--- src/rtl/beam_inhibit_gen.sv ---
module beam_inhibit_gen #(
  parameter int TICK_DIV = 5,
  parameter int LEN_W    = 16,
  parameter int PER_W    = 12,
  parameter int OFS_W    = 12
) (
  input  logic             clk,
  input  logic             rst_n,
  input  logic             beam_start,
  input  logic [LEN_W-1:0] cfg_len,
  input  logic [PER_W-1:0] cfg_period,
  input  logic [OFS_W-1:0] cfg_offset,
  input  logic [31:0]      det_in,
  input  logic [1:0]       sel_lo,
  input  logic [1:0]       sel_hi,
  output logic             inhibit,
  output logic             sample_stb,
  output logic [7:0]       hist_lo,
  output logic [7:0]       hist_hi
);

  localparam int PRE_W = (TICK_DIV > 1) ? $clog2(TICK_DIV) : 1;
  localparam int SC_W  = (PER_W > OFS_W) ? PER_W : OFS_W;
  localparam logic [PRE_W-1:0] PRE_LAST = PRE_W'(TICK_DIV - 1);

  logic             active;
  logic [PRE_W-1:0] pre;
  logic [LEN_W-1:0] ucnt;
  logic [LEN_W-1:0] len_q;
  logic [PER_W-1:0] per_q;
  logic [SC_W-1:0]  scnt;

  wire tick    = active && (pre == PRE_LAST);
  wire win_end = tick && (ucnt == len_q - 1'b1);
  wire sc_hit  = tick && (scnt == SC_W'(1));
  wire fire    = sc_hit && (per_q != '0) && !win_end;

  always_ff @(posedge clk) begin
    if (!rst_n) begin
      active     <= 1'b0;
      inhibit    <= 1'b1;
      sample_stb <= 1'b0;
      pre        <= '0;
      ucnt       <= '0;
      len_q      <= '0;
      per_q      <= '0;
      scnt       <= '0;
    end else if (beam_start) begin
      len_q   <= cfg_len;
      per_q   <= cfg_period;
      pre     <= '0;
      ucnt    <= '0;
      active  <= (cfg_len != '0);
      inhibit <= (cfg_len == '0);
      if (cfg_offset == '0) begin
        scnt       <= SC_W'(cfg_period);
        sample_stb <= (cfg_period != '0) && (cfg_len != '0);
      end else begin
        scnt       <= SC_W'(cfg_offset);
        sample_stb <= 1'b0;
      end
    end else begin
      sample_stb <= fire;
      if (tick) begin
        pre  <= '0;
        ucnt <= ucnt + 1'b1;
        if (win_end) begin
          active  <= 1'b0;
          inhibit <= 1'b1;
        end
        if (sc_hit)
          scnt <= SC_W'(per_q);
        else if (scnt != '0)
          scnt <= scnt - 1'b1;
      end else if (active) begin
        pre <= pre + 1'b1;
      end
    end
  end

  function automatic logic [7:0] pick(input logic [15:0] grp, input logic [1:0] s);
    case (s)
      2'b00:   pick = grp[7:0];
      2'b01:   pick = grp[11:4];
      2'b10:   pick = grp[15:8];
      default: pick = 8'h00;
    endcase
  endfunction

  assign hist_lo = pick(det_in[15:0],  sel_lo);
  assign hist_hi = pick(det_in[31:16], sel_hi);

endmodule

--- config.mk ---
export PLATFORM = sky130hd
export DESIGN_NAME = beam_inhibit_gen
export DESIGN_NICKNAME = d
export VERILOG_FILES = /design/src/rtl/beam_inhibit_gen.sv
export SDC_FILE = /design/constraint.sdc
export NUM_CORES = 1
export LEC_CHECK = 0
export ABC_AREA = 1
export BUFFER_PORTS_ARGS = -buffer_cell sky130_fd_sc_hd__buf_2
export CORE_MARGIN = 3
export CORE_UTILIZATION = 54
export DETAILED_ROUTE_END_ITERATION = 7
export PLACE_DENSITY_LB_ADDON = 0.25
export SLEW_MARGIN = 40
export SYNTH_ARGS = -nofsm -noshare
export SYNTH_HDL_FRONTEND = slang
export SYNTH_SLANG_ARGS = --single-unit
export TNS_END_PERCENT = 100
--- constraint.sdc ---
create_clock -name clk -period 1.9 [get_ports clk]
set_input_delay 0 -clock clk [delete_from_list [all_inputs] [get_ports clk]]
set_output_delay 0 -clock clk [all_outputs]
set_load 0.01 [all_outputs]
==> impl_results.md <==
* Outcome: finished, final reports clean
* Crit path launch: pre[1]
* DIE WIDTH at a little over 90 µm
* Syn nets at approximately 710
* First-pass GRT wire length at 19.6 mm
* Avg Inst Size Synth at about 6.3 µm²
* Mean routed wirelength per cell at approximately 14 µm
* Slew Limit Headroom at between 60% and 70%
* Hold Crit Class: input pin to flop
* CP cell instances: inv_2 -> ha_4 -> nand3_4 -> inv_4 -> nand3_4 -> nor3_4 -> nand2_2 -> nor2_4 -> buf_6 -> nand4_1 -> xor2_1 -> nor2_1
* #FFs+latches synth at 62
* Antenna diodes at 0
* Non-filler cells, final at between 800 and 900
* Final hold slack at around 0.020 ns
* Slew Viols, Final at 0
* Detailed placement HPWL at ~8.5 mm
* GPL Wtd Cong at 0.960
* Worst R2R Setup Slack at 0.07 ns
* Hold Path Cell Cnt at 3
* Clock-pin slew of the registers on the worst-case setup and hold paths at approximately 0.07 ns
* Routed WL at about 12 mm
* PwrDens at 660 nW/µm²
* Number of port buffers at 96
* Place WS at 0.0301 ns
* Hold Fails Final Rpt at 0
* Worst EP arrival at ~2 ns
* Distinct cells, synth at 37
* Clock Skews at around 0.0074 ns
* Number of vias per cell at 5.42
* Crit path max fanout at 5
* Most frequent cells in the layout: 145 x nand2_1, 96 x buf_2, 85 x nor2_1
* Gr usage total at between 20% and 30%
* Static Leak at 2.49 nW
* CTS root buffer: clkbuf_8
* Period utilization at 96.2%
* 1st-pass router iterations at 5
* Layout overhead on the synthesized area at 32.0%
* Hold_sp: cfg_offset[9]
* Tightest Pin Transition at ~0.49 ns
* Met2 wire length at ~5.6 mm
* Clk_lat worst skew at about 0.35 ns
* Placed inst area at approximately 4600 µm²
* Cells on worst reg2reg path at 12
* Number of global-route vias before repair at between 4k and 5k
* Critical Path RT at approximately 2.1 ns
* Placed cells at between 800 and 900
* Max-cap violations at 0
* TritonCTS clock tree: built
* Maximum VDD drop at between 0.0005 and 0.0006 V
* Cell area after layout at roughly 5200 µm²
* Layout filler cell count at around 520
* Clock buffer depth at 2
* Post-DRT Antenna Nets at 0
* Met1 wire length at ~5.2 mm
* Post-layout util at roughly three quarters
* H-tree depth at 3
* DR vias at between 4k and 5k
* Worst flop-to-flop path endpoint: ucnt[14]
* Row count at 30
* Leading cell type in the layout, fill and taps excluded: nand2_1
* CP peak stage delay at between 0.3 and 0.4 ns
* CP Class: flop to flop
* Drt first-iter violations at roughly 320
* Y dimension of the die at just over 90 µm
* CP Capture Type: flop
* # nets final at around 850
* RR Startpoint: pre[1]
* Setup violations, final at 0
* Drt drc at 0
* Metal3 WL at roughly 1.1 mm
* Layout cell share with drive strength beyond 1 at 21.1%
* Crit start category: flop
* Initial antenna violation count at 0
* RSZ-0062 raised after global routing: true
* Number of I/O pins at 97
* Worst Hold Endpoint: scnt[9]
* Fmax at around 550 MHz
* Netlist Area Pre-Place at 3960 µm²
* Ys Warns at 0
* Die area at around 8400 µm²
* Crit path time final at about 1.8 ns
* Register area share after synthesis at around a third
* Initial core utilization at a little under three fifths
* Most used cell, CP: nand3_4
* Setup WS post-layout at a little over 0.07 ns
* Total congestion overflow at 0
* Total CTS buffers at 9
* Top Metal Used: met4
* Largest net degree at the start of global routing at 37
* Core box area at a little under 7000 µm²
* CP max-delay cell: dfxtp_2
* Clock sinks at 62
* Cells after Synth at approximately 630
per-layer routing:
layer  vias to the layer above  track usage, %
li1                       2313               -
met3                        28            5.58
met5                         -               0
met2                       235            45.8
met4                         0            11.2
met1                      2110            37.2
final cells by class:
type | instances | area [µm²] | share of cell area, %
clock buffer | 13 | 149 | 2.85
multi-input combinational | 470 | 2440 | 46.7
timing repair buffer | 142 | 905 | 17.3
sequential | 62 | 1250 | 23.9
clock inverter | 3 | 67.6 | 1.29
inverter | 79 | 299 | 5.72
tap | 96 | 120 | 2.30
kinds of logic (layout without fill, tap and decap cells):
kind of cell,after synthesis,after routing,synth area share (%)
flops,62,62,31.3
buf+inv,94,237,8.97
fa+ha+maj,6,6,1.90
xor+xnor,22,22,4.87
compound gates,130,130,17.9
simple gates,312,312,35.0
sequential cells by signal, summed over array words and instances (netlist names):
name / count
active: 1
inhibit: 1
len_q: 16
per_q: 12
pre: 3
sample_stb: 1
scnt: 12
ucnt: 16
through the flow:
step	setup TNS, ns	total power [mW]
after global placement	0	2.08
after CTS	0	3.43
after global routing	-0.123	3.61
after floorplan	0	1.85
final	0	3.45
after detailed placement	0	2.10
report_power, final:
group          total (mW)  switching [mW]  internal (mW)  leakage (nW)
sequential           1.43          0.0645           1.36         0.512
combinational       0.734           0.423          0.312          1.87
clock                1.29           0.512          0.777         0.104
repair_timing:
action,in CTS,in global routing
endpoints found under the setup margin,3,20
setup buffers,0,4
pin swaps,0,6
hold buffers,30,0
endpoints found under the hold margin,30,0
gates resized for setup,1,27
cell usage after synthesis, drive strengths merged:
master | instances | share of area (%)
nand2 | 150 | 14
nor2 | 94 | 9.8
inv | 78 | 7.4
dfxtp | 62 | 31
o21ai | 60 | 7.6
a21oi | 45 | 5.8
nand3 | 41 | 6.2
xor2 | 14 | 3.1
clkbuf | 13 | 1.2
nor4 | 9 | 1.4
o211ai | 8 | 1.5
xnor2 | 8 | 1.8
a31oi | 7 | 1.1
ha | 6 | 1.9
nand4 | 6 | 0.95
nand3b | 4 | 0.76
nor3 | 4 | 0.63
o21a | 4 | 0.76
buf | 2 | 0.25
o31ai | 2 | 0.38
or2 | 2 | 0.32
a211oi | 1 | 0.19
a21o | 1 | 0.19
and2 | 1 | 0.16
clkinv | 1 | 0.095
nor3b | 1 | 0.32
o21bai | 1 | 0.19
o221ai | 1 | 0.22
how the worst max path moves through the flow:
stage	slack, ns	endpoint
finish	0.07	ucnt[14]
global route	-0.04	ucnt[14]
CTS	0.005	sample_stb
detailed placement	0.03	sample_stb
global placement	0.10	sample_stb
floorplan	0.22	ucnt[15]
critical path, delay by kind of cell, from the launching register on:
family | cells | cell delay, ns
buffers and inverters | 3 | 0.29
and+or+nand+nor | 7 | 0.78
xor gates and xnor gates | 1 | 0.16
adders and majority gates | 1 | 0.13
DFF | 1 | 0.33
Note: power is estimated with default switching activity, not from simulation.
